`config.mk`:
```
export PLATFORM = sky130hd
export DESIGN_NAME = uart_irq_ctrl
export DESIGN_NICKNAME = d
export VERILOG_FILES = /design/src/rtl/uart_irq_pkg.sv /design/src/rtl/irq_level_edge.sv /design/src/rtl/irq_rx_timeout.sv /design/src/rtl/irq_status_bank.sv /design/src/rtl/uart_irq_ctrl.sv
export SDC_FILE = /design/constraint.sdc
export NUM_CORES = 1
export LEC_CHECK = 0
export ABC_CLOCK_PERIOD_IN_PS = 1750
export BUFFER_PORTS_ARGS = -buffer_cell sky130_fd_sc_hd__buf_2
export CAP_MARGIN = 20
export CORE_ASPECT_RATIO = 1.1
export CORE_UTILIZATION = 46
export DETAILED_ROUTE_END_ITERATION = 10
export HOLD_SLACK_MARGIN = 0.02
export PLACE_DENSITY_LB_ADDON = 0.1
export SLEW_MARGIN = 5
export SYNTH_ARGS = -nofsm -noshare
export SYNTH_HDL_FRONTEND = slang
export SYNTH_SLANG_ARGS = --single-unit
```
`constraint.sdc`:
```
create_clock -name clk -period 1.75 [get_ports clk]
set_input_delay 0.35 -clock clk [delete_from_list [all_inputs] [get_ports clk]]
set_output_delay 0.35 -clock clk [all_outputs]
set_load 0.05 [all_outputs]
```
`src/rtl/uart_irq_pkg.sv`:
```
package uart_irq_pkg;
  localparam int unsigned NUM_SRC = 3;
  localparam int unsigned SRC_RXLVL = 0;
  localparam int unsigned SRC_RXTMO = 1;
  localparam int unsigned SRC_TXLVL = 2;

  // Threshold in eighths of the FIFO depth for a level code.
  function automatic logic [31:0] lvl_eighths(input logic [2:0] sel);
    case (sel)
      3'd0:    lvl_eighths = 32'd1;
      3'd1:    lvl_eighths = 32'd2;
      3'd2:    lvl_eighths = 32'd4;
      3'd3:    lvl_eighths = 32'd6;
      default: lvl_eighths = 32'd7;
    endcase
  endfunction
endpackage

```
`src/rtl/irq_level_edge.sv`:
```
module irq_level_edge #(
  parameter int DEPTH  = 16,
  parameter int FILL_W = 5,
  parameter bit RISING = 1'b1
) (
  input  logic              clk,
  input  logic              rst,
  input  logic [FILL_W-1:0] fill,
  input  logic [2:0]        sel,
  output logic              crossed
);
  import uart_irq_pkg::*;

  localparam logic [31:0] DEPTH_U = 32'(DEPTH);

  logic [31:0]       thr_wide;
  logic [FILL_W-1:0] thr;
  logic              cond;
  logic              cond_q;

  assign thr_wide = (DEPTH_U * lvl_eighths(sel)) >> 3;
  assign thr      = thr_wide[FILL_W-1:0];

  generate
    if (RISING) begin : g_rise
      assign cond = (fill >= thr);
    end else begin : g_fall
      assign cond = (fill <= thr);
    end
  endgenerate

  // The falling variant resets as "already below", so an empty FIFO
  // at start-up produces no event.
  always_ff @(posedge clk) begin
    if (rst) cond_q <= ~RISING;
    else     cond_q <= cond;
  end

  assign crossed = cond & ~cond_q;
endmodule

```
`src/rtl/irq_rx_timeout.sv`:
```
module irq_rx_timeout #(
  parameter int FILL_W       = 5,
  parameter int TIMEOUT_BITS = 32
) (
  input  logic              clk,
  input  logic              rst,
  input  logic [FILL_W-1:0] fill,
  input  logic              char_strobe,
  input  logic              bit_tick,
  output logic              fire,
  output logic              empty
);
  localparam int CNT_W = $clog2(TIMEOUT_BITS + 1);
  localparam logic [CNT_W-1:0] LAST = CNT_W'(TIMEOUT_BITS - 1);
  localparam logic [CNT_W-1:0] FULL = CNT_W'(TIMEOUT_BITS);

  logic [CNT_W-1:0] cnt;

  assign empty = (fill == '0);
  assign fire  = bit_tick && !char_strobe && !empty && (cnt == LAST);

  always_ff @(posedge clk) begin
    if (rst || char_strobe || empty) cnt <= '0;
    else if (bit_tick && cnt != FULL) cnt <= cnt + 1'b1;
  end
endmodule

```
`src/rtl/irq_status_bank.sv`:
```
module irq_status_bank #(
  parameter int N = 3
) (
  input  logic         clk,
  input  logic         rst,
  input  logic [N-1:0] set_vec,
  input  logic [N-1:0] auto_clr,
  input  logic         clr_wr_en,
  input  logic [N-1:0] clr_wr_data,
  input  logic         mask_wr_en,
  input  logic [N-1:0] mask_wr_data,
  output logic [N-1:0] raw_q,
  output logic [N-1:0] mask_q,
  output logic [N-1:0] masked_q,
  output logic         irq_q
);
  logic [N-1:0] raw_d;
  logic [N-1:0] mask_d;

  generate
    for (genvar i = 0; i < N; i++) begin : g_bit
      always_comb begin
        if (set_vec[i])                                raw_d[i] = 1'b1;
        else if ((clr_wr_en && clr_wr_data[i]) || auto_clr[i]) raw_d[i] = 1'b0;
        else                                           raw_d[i] = raw_q[i];
      end
    end
  endgenerate

  assign mask_d = mask_wr_en ? mask_wr_data : mask_q;

  always_ff @(posedge clk) begin
    if (rst) begin
      raw_q    <= '0;
      mask_q   <= '0;
      masked_q <= '0;
      irq_q    <= 1'b0;
    end else begin
      raw_q    <= raw_d;
      mask_q   <= mask_d;
      masked_q <= raw_d & mask_d;
      irq_q    <= |(raw_d & mask_d);
    end
  end
endmodule

```
`src/rtl/uart_irq_ctrl.sv`:
```
module uart_irq_ctrl #(
  parameter int DEPTH        = 16,
  parameter int TIMEOUT_BITS = 32,
  parameter int FILL_W       = $clog2(DEPTH + 1)
) (
  input  logic              clk,
  input  logic              rst,
  input  logic [FILL_W-1:0] rx_fill,
  input  logic [FILL_W-1:0] tx_fill,
  input  logic              rx_char_strobe,
  input  logic              bit_tick,
  input  logic [2:0]        rx_lvl_sel,
  input  logic [2:0]        tx_lvl_sel,
  input  logic              mask_wr_en,
  input  logic [2:0]        mask_wr_data,
  input  logic              clr_wr_en,
  input  logic [2:0]        clr_wr_data,
  output logic [2:0]        raw_status,
  output logic [2:0]        mask_q,
  output logic [2:0]        masked_status,
  output logic              irq
);
  import uart_irq_pkg::*;

  logic rx_cross, tx_cross, tmo_fire, rx_empty;
  logic [NUM_SRC-1:0] set_vec;
  logic [NUM_SRC-1:0] auto_clr;

  irq_level_edge #(.DEPTH(DEPTH), .FILL_W(FILL_W), .RISING(1'b1)) u_rx_lvl (
    .clk(clk), .rst(rst), .fill(rx_fill), .sel(rx_lvl_sel), .crossed(rx_cross));

  irq_level_edge #(.DEPTH(DEPTH), .FILL_W(FILL_W), .RISING(1'b0)) u_tx_lvl (
    .clk(clk), .rst(rst), .fill(tx_fill), .sel(tx_lvl_sel), .crossed(tx_cross));

  irq_rx_timeout #(.FILL_W(FILL_W), .TIMEOUT_BITS(TIMEOUT_BITS)) u_tmo (
    .clk(clk), .rst(rst), .fill(rx_fill), .char_strobe(rx_char_strobe),
    .bit_tick(bit_tick), .fire(tmo_fire), .empty(rx_empty));

  always_comb begin
    set_vec             = '0;
    set_vec[SRC_RXLVL]  = rx_cross;
    set_vec[SRC_RXTMO]  = tmo_fire;
    set_vec[SRC_TXLVL]  = tx_cross;
    auto_clr            = '0;
    auto_clr[SRC_RXTMO] = rx_empty;
  end

  irq_status_bank #(.N(NUM_SRC)) u_bank (
    .clk(clk), .rst(rst), .set_vec(set_vec), .auto_clr(auto_clr),
    .clr_wr_en(clr_wr_en), .clr_wr_data(clr_wr_data),
    .mask_wr_en(mask_wr_en), .mask_wr_data(mask_wr_data),
    .raw_q(raw_status), .mask_q(mask_q), .masked_q(masked_status), .irq_q(irq));
endmodule

```
==> Word level (Yosys, flattened, before mapping) <==
Index checks and enable logic that the tools add are counted.
{ "op_classes": {"addsub": 1, "magnitude_cmp": 2, "n_eq_ne": 8, "mux": 9, "bitwise": 5, "n_reduce_logical": 16} }
{ "op_table": {"columns": ["op", "count"], "rows": [
  ["$pmux 3 s4", 2],
  ["$eq 3x2->1 const B", 4],
  ["$logic_and 1x1->1", 7],
  ["$add 6x1->6 const B", 1],
  ["$eq 3x1->1 const B", 2],
  ["$eq 6x5->1 const B", 1],
  ["$logic_not 3->1", 2],
  ["$mux 1", 6],
  ["$ne 6x6->1 const B", 1],
  ["$ge 5x4->1", 1],
  ["$le 5x4->1", 1],
  ["$logic_not 5->1", 1],
  ["$and 3x3->3", 1],
  ["$logic_or 1x1->1", 3],
  ["$mux 3", 1],
  ["$reduce_or 3->1", 1],
  ["$and 1x1->1", 2],
  ["$logic_not 1->1", 2],
  ["$not 1->1", 2]
]} }
{ "word_totals": {"reg_bits": 18, "input_bits": 28, "elab_cells": 48} }

==> Depth between registers and ports, before layout <==
Gate-level depths: netlist of the first run.
{ "logic_depth": {"depth_word": 7, "depth_mapped": 6, "ltp_nobuf": 6} }

==> Modules after synthesis <==
From an unflattened synthesis of the first run, not the netlist that was laid out.
{ "hier_totals": {"cells_unflattened": 106, "area_unflattened_um2": 943.4} }
{ "by_module_without_submodules": {"columns": ["mod", "instances", "cells_per_inst", "area_per_inst_um2", "seq_area_each_um2"], "rows": [
  ["irq_rx_timeout", 1, 43, 379.1, 120.1],
  ["irq_status_bank", 1, 33, 320.3, 200.2],
  ["irq_level_edge (u_tx_lvl)", 1, 15, 122.6, 20.0],
  ["irq_level_edge (u_rx_lvl)", 1, 14, 117.6, 20.0],
  ["uart_irq_ctrl", 1, 1, 3.8, 0.0]
]} }

==> Worst setup path after synthesis of the first run <==
Ideal clock, no wire load.
{ "synth_timing": {"kind": "input to register", "from": "in tx_lvl_sel[1]", "to": "reg u_bank.irq_q", "setup_time_ns": 0.141, "arrival_ns": 1.408, "required_ns": 1.609, "slack_ns": 0.200, "path_stages": 6, "n_path_buf": 0, "cell_sequence": "nor2_1 ha_1 nor2b_1 a32o_1 a22oi_1 o311ai_2"} }
{ "synth_between": {"elab_chain_len": 7, "elab_cells_between_ends": 10, "classes_between": "order compare: 1; eq/ne: 3; mux: 2; bitwise: 2; reduce/logical: 2"} }
{ "synth_rtl": {"columns": ["item", "line", "rtl"], "rows": [
  ["start: declaration", "uart_irq_ctrl.sv:13", "input logic [2:0] tx_lvl_sel,"],
  ["$eq 3x2->1, or another cell as far along", "uart_irq_pkg.sv:9", "case (sel)"],
  ["$pmux 3 s4 *", "uart_irq_pkg.sv:9", null],
  ["$le 5x4->1 *", "irq_level_edge.sv:28", "assign cond = (fill <= thr);"],
  ["$and 1x1->1 *", "irq_level_edge.sv:39", "assign crossed = cond & ~cond_q;"],
  ["$mux 1 *", "irq_status_bank.sv:23", "if (set_vec[i]) raw_d[i] = 1'b1;"],
  ["$and 3x3->3 *", "irq_status_bank.sv:42", "irq_q <= |(raw_d & mask_d);"],
  ["$reduce_or 3->1 *", "irq_status_bank.sv:42", null],
  ["end signal: assignment", "irq_status_bank.sv:42", null],
  ["end: declaration", "irq_status_bank.sv:15", "output logic irq_q"]
]} }
Mark *: on every way between the ends. The rest lies on a longest branch, timed or not.
A chain may end at the register's enable or synchronous reset.

==> Final worst setup path of the first run <==
{ "layout_timing": {"from": "reg u_tmo.cnt[0]", "to": "reg u_tmo.cnt[3]"} }
{ "layout_between": {"elab_chain_len": 2, "elab_cells_between_ends": 3, "classes_between": "add/sub: 1; eq/ne: 1; reduce/logical: 1"} }
{ "layout_rtl": {"columns": ["item", "line", "rtl"], "rows": [
  ["start: declaration", "irq_rx_timeout.sv:17", "logic [CNT_W-1:0] cnt;"],
  ["start signal: assignment", "irq_rx_timeout.sv:24", "else if (bit_tick && cnt != FULL) cnt <= cnt + 1'b1;"],
  ["parallel branches: the longest is 2 deep, another holds $add 6x1->6", null, null]
]} }
Several ways; the timed one is not identified.

==> results.cfg, run 1 <==
[route]
drt_iter0_drc = 18
wire_per_inst_microns = 11.1
routed_wl_mm = 1.72
vias = 815
firstDrtPassIters = 7
vias_per_cell = 5.26
drc = 4
final_antenna_net_count = 0

[power_and_ir_drop]
total_power_uw = 859
p_sw_uw = 236
powerDensity_nw_per_um2 = 758
switching_share = 0.275
p_int_uw = 623
clkPwrFrac = 0.291
pwr-share-seq = 0.506
pwr-share-comb = 0.204
leakage_uw = 0.000570
ir_worst_vdd_uv = 367

[clock_network]
cts-resized-gates = 0
cts_setup_buffers = 0
htreeDepth = 1
numCtsBuffers = 3
cts-root-buf = clkbuf_4
cts.hold.buffers_added = 0
clk_latency_ns = 0.28
clkSlewWorstSetupHoldPaths_ns = 0.10
cts_tree = done
cts_buffer_depth = 2
cts.sinks = 18

[finish]
drive_gt1_frac = 0.336
n_fill_cell = 175
multi_input_area_sq_um = 488
ff_latch_area_sq_um = 360
nets = 174
antenna_cells = 0
area_delta_synth_final_pct = 27.4
fin_cells = 155

[die]
die_y_microns = 48.1
pin_count = 38
dieArea_sq_um = 2110
die_w_microns = 43.9
initial_core_util = 0.494
core_sq_um = 1800
rows = 16

[setup_path]
crit_family = compound AO/OA/AOI/OAI gates
critical-path-max-stage-delay_ns = 0.39
cp-startpoint = u_tmo.cnt[0]
crit_slowest_cell = dfxtp_1
rr_startpoint = u_tmo.cnt[0]
worstPathMaxFanout = 4
crit_buf_inv = 1
critPathRequiredTime_ns = 1.95
cp-start-kind = flip-flop
crit_chain = inv_1, ha_1, nor4b_1, a21boi_1, a21oi_1, a311oi_1
end_kind = flip-flop
path_class = reg -> reg
arrival_ns = 1.84

[global_routing]
grt_usage = 0.172
antenna_found_initial = 0
met1_usage = 0.198
met3_usage = 0.0407
busiest_layer = met2
gr-usage-met2 = 0.316
grt_pass1_vias = 689
grt_remaining_overflow = 0
grt_pass1_wl_mm = 2.69
grt_max_degree = 14

[synthesis]
synth.most_common_cell = dfxtp_1
synth_edf_count = 0
synth_compound_area_frac = 0.170
synth-xor-area-share = 0.0295
yosys-top-cells-count = dfxtp_1, nor2_1, inv_1, ha_1
async_flop_share = 0
ys_seq_area_frac = 0.405
ys_types = 36
syn_avg_cell_area_sq_um = 9.17
syn_inst = 97
muxShareOfSynthArea = 0.0450
synth_area_leaders = dfxtp_1, ha_1, nor2_1
synth_area_sq_um = 890
ys_warn_count = 0
yosys.area_share.simple = 0.191
netlist.area_leader.share = 0.405
synthAdderAreaFrac = 0.113
synth_top_family_by_area = simple AND/OR/NAND/NOR gates
synth_nets = 133
ys_ff_latch = 18
synth_largest_area_cell = dfxtp_1
synthFlopType = dfxtp_1

[min_path]
hold_class = in -> reg
hp-start = bit_tick

[sta]
final_hold_viol_count = 0
finalCriticalPeriod_ns = 1.64
holdWs_ns = 0.315
slew_headroom = 0.718
rsz0062_at_grt = false
finalMaxSlewViolations = 0
fin_crit_sh = 0.938
fmax_ghz = 0.609
tightest_slew_ns = 0.422
final-setup-viol-count = 0
final.setup.tns_ns = 0
skew_ns = 0.00347

[job]
drv_cap = 0

[placement]
dpl.cell_count = 151
dp_hpwl_mm = 1.35
port_buffers = 37
place.gp.congestion = 0.768

[outcome]
violations = design-rule violations
status = finished, violations left
## per-layer routing
layer	routed length, microns	share of wire	vias to the layer above
li1	-	-	425
met1	751	0.44	353
met5	0	0	-
met2	826	0.48	35
met4	10	0.0058	0
met3	131	0.076	2
## layout make-up
| cell class | instances | area share |
|---|---|---|
| well taps | 18 | 0.0199 |
| clock buffers | 4 | 0.0320 |
| multi-input cells | 68 | 0.430 |
| inverters | 9 | 0.0298 |
| flip-flops and latches | 18 | 0.318 |
| repair buffers | 38 | 0.170 |
## power by group through the flow
stage | registers [uW] | logic, uW | clock network (uW)
2_1_floorplan | 485 | 70.9 | 0
3_3_place_gp | 443 | 171 | 0
3_5_place_dp | 444 | 175 | 0
4_1_cts | 435 | 176 | 258
5_1_grt | 437 | 195 | 278
6_report | 435 | 175 | 250
## cell families (layout without fill, tap and decap cells)
kind of cell | count (synthesis) | count (layout)
AND/OR/NAND/NOR | 33 | 33
AO/OA/AOI/OAI | 20 | 20
flip-flops | 18 | 18
buffers and inverters | 11 | 51
adder cells (fa/ha/maj) | 8 | 8
multiplexers | 4 | 4
XOR/XNOR | 3 | 3
## placed cells by master (no fill, tap or decap), drive strengths merged, types with 2 or more instances in the layout
cell    count
a21oi       4
a311oi      2
buf        38
clkbuf      4
dfxtp      18
ha          8
inv         9
mux2i       4
nand2       3
nand4       2
nor2       16
nor3        3
o21ai       2
o21bai      2
or4         2
xor2        2
## sequential cells by signal, summed over array words and instances (netlist names)
register and count:
u_bank.mask_q 3, u_bank.raw_q 3, u_tx_lvl.cond_q 1, u_tmo.cnt 6, u_bank.masked_q 3, u_rx_lvl.cond_q 1
u_bank.irq_q 1
## worst paths after layout
check / slack (ns) / cells after the start / end
setup / recovery: 0.11 / 6 / u_tmo.cnt[3]
hold / removal: 0.31 / 2 / u_tmo.cnt[2]
setup reg to reg: 0.11 / 6 / u_tmo.cnt[3]
hold reg to reg: 0.54 / 2 / u_bank.mask_q[1]
## stage by stage
stage	util	setup slack (ns)	area, sq um
6_report	0.629	0.108	1130
5_1_grt	0.629	0.0166	1130
4_1_cts	0.629	0.124	1130
3_5_place_dp	0.609	0.00241	1100
3_3_place_gp	0.609	0.0481	1100
2_1_floorplan	-	0.200	890
No activity file was read; power rests on OpenSTA's default activity.
==> inputs of run 2 (changes only) <==
RECOVER_POWER = 100   (was not set)
==> run 2 against run 1 <==
  * The run still ends with design-rule violations left
  * Non-clock buffer count unchanged
  * Via count fell by 0.37%
  * Routed wire length is 1.3% higher
  * Combinational power shrank 3%
  * Hold slack improved by 0.0011 ns
  * Maximum frequency is the same
  * Cell area shrank 2.0%
  * Worst setup slack did not move
  * Sequential power barely moved
  * Critical path depth is the same
  * Critical path type unchanged
  * Critical endpoint unchanged
==> results.cfg, run 2 (synthesized netlist as in run 1, its figures left out) <==
[outcome]
status = finished, violations left
violations = design-rule violations

[setup_path]
worst-path-stages = 6
crit_slowest_cell = dfxtp_1
arrival_ns = 1.84
r2r.worst_path.cells = 6
endpoint = u_tmo.cnt[3]
crit_chain = inv_1, ha_1, nor4b_1, a21boi_1, a21oi_1, a311oi_1
worstPathMaxFanout = 4
r2r_setup_slack_ns = 0.11
r2r_end = u_tmo.cnt[3]
critical-path-max-stage-delay_ns = 0.39
crit_family = compound AO/OA/AOI/OAI gates
cp-startpoint = u_tmo.cnt[0]
rr_startpoint = u_tmo.cnt[0]
critPathRequiredTime_ns = 1.94
end_kind = flip-flop
cp-start-kind = flip-flop
crit_buf_inv = 1
path_class = reg -> reg

[finish]
final_util = 0.617
final_common_cell = buf_2
ff_latch_area_sq_um = 360
nets = 174
max_flop_register = u_tmo.cnt
largest_reg_flops = 6
n_fill_cell = 185
antenna_cells = 0
design_area_sq_um = 1110
drive_gt1_frac = 0.226
area_delta_synth_final_pct = 24.9
layout_common_cells = buf_2, dfxtp_1, nor2_1
multi_input_area_sq_um = 485
fin_cells = 155

[global_routing]
gr-usage-met2 = 0.316
grt_usage = 0.172
busiest_layer = met2
antenna_found_initial = 0
grt_pass1_wl_mm = 2.69
met3_usage = 0.0407
grt_remaining_overflow = 0
grt_pass1_vias = 689
grt_max_degree = 14
met1_usage = 0.198

[sta]
holdWs_ns = 0.316
fmax_ghz = 0.609
rsz0062_at_grt = false
tightest_slew_ns = 0.609
finalMaxSlewViolations = 0
finalCriticalPeriod_ns = 1.64
fin_crit_sh = 0.938
final.setup.tns_ns = 0
skew_ns = 0.00338
final-setup-viol-count = 0
slew_headroom = 0.596
final_hold_viol_count = 0

[power_and_ir_drop]
clkPwrFrac = 0.292
ir_worst_vdd_uv = 364
p_sw_uw = 236
pwr-share-seq = 0.510
leakage_uw = 0.000518
p_int_uw = 618
powerDensity_nw_per_um2 = 768
pwr-share-comb = 0.198
switching_share = 0.277

[clock_network]
cts_buffer_depth = 2
clkSlewWorstSetupHoldPaths_ns = 0.10
cts-resized-gates = 0
htreeDepth = 1
cts_setup_buffers = 0
clk_latency_ns = 0.28
cts-root-buf = clkbuf_4
cts.hold.buffers_added = 0
numCtsBuffers = 3
cts_tree = done
cts.sinks = 18

[route]
vias = 812
routed_wl_mm = 1.74
wire_per_inst_microns = 11.2
firstDrtPassIters = 7
drt_iter0_drc = 18
vias_per_cell = 5.24
final_antenna_net_count = 0
drc = 4

[placement]
place.gp.congestion = 0.768
port_buffers = 37
place_area_sq_um = 1100
dpl.cell_count = 151
dp_hpwl_mm = 1.35

[die]
dieArea_sq_um = 2110
die_w_microns = 43.9
initial_core_util = 0.494
rows = 16
core_sq_um = 1800
die_y_microns = 48.1
pin_count = 38

[job]
drv_cap = 0

[min_path]
hold_class = in -> reg
hp-start = bit_tick
[run 2: power groups by stage]
stage	Combinational [uW]	Sequential [uW]	Clock (uW)
final	169	435	249
after global routing	189	437	278
after CTS	176	435	258
after detailed placement	175	444	0
after global placement	171	443	0
after floorplan	70.9	485	0
[run 2: worst reg2reg max path, delay by kind of cell (launching register included)]
family | cells | cell delay [ns]
flip-flops | 1 | 0.39
AO/OA/AOI/OAI | 3 | 0.77
buffers and inverters | 1 | 0.06
AND/OR/NAND/NOR | 1 | 0.14
adder cells (fa/ha/maj) | 1 | 0.19
[run 2: worst min-delay path by stage]
stage                        to  slack, ns  depth (start not counted)
6_report           u_tmo.cnt[2]       0.32                          2
5_1_grt            u_tmo.cnt[3]       0.31                          2
4_1_cts            u_tmo.cnt[2]       0.30                          2
3_5_place_dp       u_tmo.cnt[2]       0.52                          1
3_3_place_gp   u_bank.mask_q[0]       0.51                          2
2_1_floorplan      u_tmo.cnt[2]       0.47                          1
[run 2: metal layers]
metal  share of wire  vias up  wire length, microns
met4          0.0057        0                    10
met3           0.080        2                   139
met2            0.47       35                   821
met5               0        -                     0
met1            0.44      350                   772
li1                -      425                     -
[run 2: area by class of cell]
class,instances,share of cell area
clock buffers,4,0.0327
inverters,9,0.0304
multi-input cells,68,0.437
flip-flops and latches,18,0.324
well taps,18,0.0203
repair buffers,38,0.155
[run 2: per-stage QoR]
step / total power [uW] / worst slack [ns]
2_1_floorplan: 555 / 0.200
3_3_place_gp: 614 / 0.0481
3_5_place_dp: 619 / 0.00241
4_1_cts: 870 / 0.124
5_1_grt: 905 / 0.0165
6_report: 854 / 0.108
==> inputs of run 3 (changes only) <==
ABC_CLOCK_PERIOD_IN_PS = 1900   (was 1750)
CORE_UTILIZATION = 49   (was 46)
clock period = 1.9 ns   (was 1.75 ns; I/O delays follow)
==> run 3 against run 2 <==
  * The flow now finishes without violations
  * Sequential power shrank 8.0%
  * Core utilization rose by 5.5 points
  * Sequential share of layout area rose by 0.44 points
  * Worst setup slack better by 0.16 ns
  * Largest power group unchanged
  * Critical path type unchanged
==> results.cfg, run 3 (synthesized netlist as in run 1, its figures left out) <==
[setup_path]
worstPathMaxFanout = 4
path_class = reg -> reg
cp-start-kind = flip-flop
arrival_ns = 1.83
end_kind = flip-flop
critPathRequiredTime_ns = 2.09

[clock_network]
cts_buffer_depth = 2
clkSlewWorstSetupHoldPaths_ns = 0.10
cts-resized-gates = 0
numCtsBuffers = 3
cts_tree = done
clk_latency_ns = 0.29
cts.sinks = 18
cts-root-buf = clkbuf_4
htreeDepth = 1
cts_setup_buffers = 0
cts.hold.buffers_added = 0

[sta]
final_hold_viol_count = 0
tightest_slew_ns = 0.598
fmax_ghz = 0.611
finalCriticalPeriod_ns = 1.64
final.setup.tns_ns = 0
final-setup-viol-count = 0
skew_ns = 0.000668
slew_headroom = 0.603
rsz0062_at_grt = false
fin_crit_sh = 0.861
finalMaxSlewViolations = 0

[die]
die_w_microns = 42.6
initial_core_util = 0.545
pin_count = 38
dieArea_sq_um = 1990
die_y_microns = 46.7
core_sq_um = 1630
rows = 15

[placement]
port_buffers = 37
place.gp.congestion = 0.784
dp_hpwl_mm = 1.37

[global_routing]
grt_pass1_wl_mm = 2.55
grt_pass1_vias = 643
grt_usage = 0.176
met1_usage = 0.204
busiest_layer = met2
grt_max_degree = 14
grt_remaining_overflow = 0
met3_usage = 0.0510
gr-usage-met2 = 0.294
antenna_found_initial = 0

[route]
vias = 808
drt_iter0_drc = 10
drc = 0
vias_per_cell = 5.28
final_antenna_net_count = 0
wire_per_inst_microns = 11.0
routed_wl_mm = 1.68
firstDrtPassIters = 4

[finish]
area_delta_synth_final_pct = 23.2
n_fill_cell = 171
final_common_cell = buf_2
drive_gt1_frac = 0.221
largest_reg_flops = 6
max_flop_register = u_tmo.cnt
final_util = 0.671
layout_common_cells = buf_2, dfxtp_1, nor2_1
antenna_cells = 0
nets = 173

[power_and_ir_drop]
leakage_uw = 0.000515
ir_worst_vdd_uv = 366
powerDensity_nw_per_um2 = 713

[min_path]
hold_class = in -> reg

[outcome]
status = finished clean

[job]
drv_cap = 0
[run 3: cell types whose count changed in the layout (fill, tap and decap cells not counted), sizes merged]
| cell | before | now |
|---|---|---|
| clkbuf | 18 | 16 |
| buf | 24 | 25 |
[run 3: where the power goes]
group | switching, uW | total [uW] | internal [uW]
clock network | 112 | 229 | 117
logic | 94.9 | 153 | 58.1
registers | 6.62 | 400 | 393
total | 213 | 781 | 568
[run 3: area by class of cell]
class / count / area, sq um / area share
Multi-Input combinational cell: 68 / 474 / 0.433
Sequential cell: 18 / 360 / 0.329
Timing Repair Buffer: 37 / 170 / 0.155
Clock buffer: 4 / 36.3 / 0.0331
Inverter: 9 / 33.8 / 0.0308
Tap cell: 17 / 21.3 / 0.0194
[run 3: critical path: stages (launching register included)]
cell and delay (ns):
dfxtp_1 0.39, ha_1 0.21, nand4_1 0.15, a2bb2oi_1 0.18
or4_1 0.49, o311ai_0 0.11
[run 3: worst paths after layout]
kind / startpoint / to / slack, ns / cells past startpoint
setup / recovery: u_tmo.cnt[0] / u_bank.irq_q / 0.26 / 5
hold / removal: bit_tick / u_tmo.cnt[2] / 0.34 / 2
setup reg to reg: u_tmo.cnt[0] / u_bank.irq_q / 0.26 / 5
hold reg to reg: u_bank.mask_q[1] / u_bank.mask_q[1] / 0.53 / 2
[run 3: routing by layer]
metal  up-vias  wire, microns
met5         -              0
met4         0              0
met3         0            109
met2        33            815
met1       348            757
li1        427              -
[run 3: metrics by stage]
| stage | area (sq um) | hold WS [ns] | std cells | setup WS (ns) | power [uW] |
|---|---|---|---|---|---|
| 6_report | 1100 | 0.335 | 153 | 0.263 | 781 |
| 4_1_cts | 1120 | 0.321 | 153 | 0.306 | 800 |
| 5_1_grt | 1100 | 0.338 | 153 | 0.157 | 826 |
| 2_1_floorplan | 890 | 0.487 | 97 | 0.320 | 512 |
| 3_3_place_gp | 1090 | 0.501 | 149 | 0.159 | 563 |
| 3_5_place_dp | 1090 | 0.518 | 149 | 0.0661 | 570 |
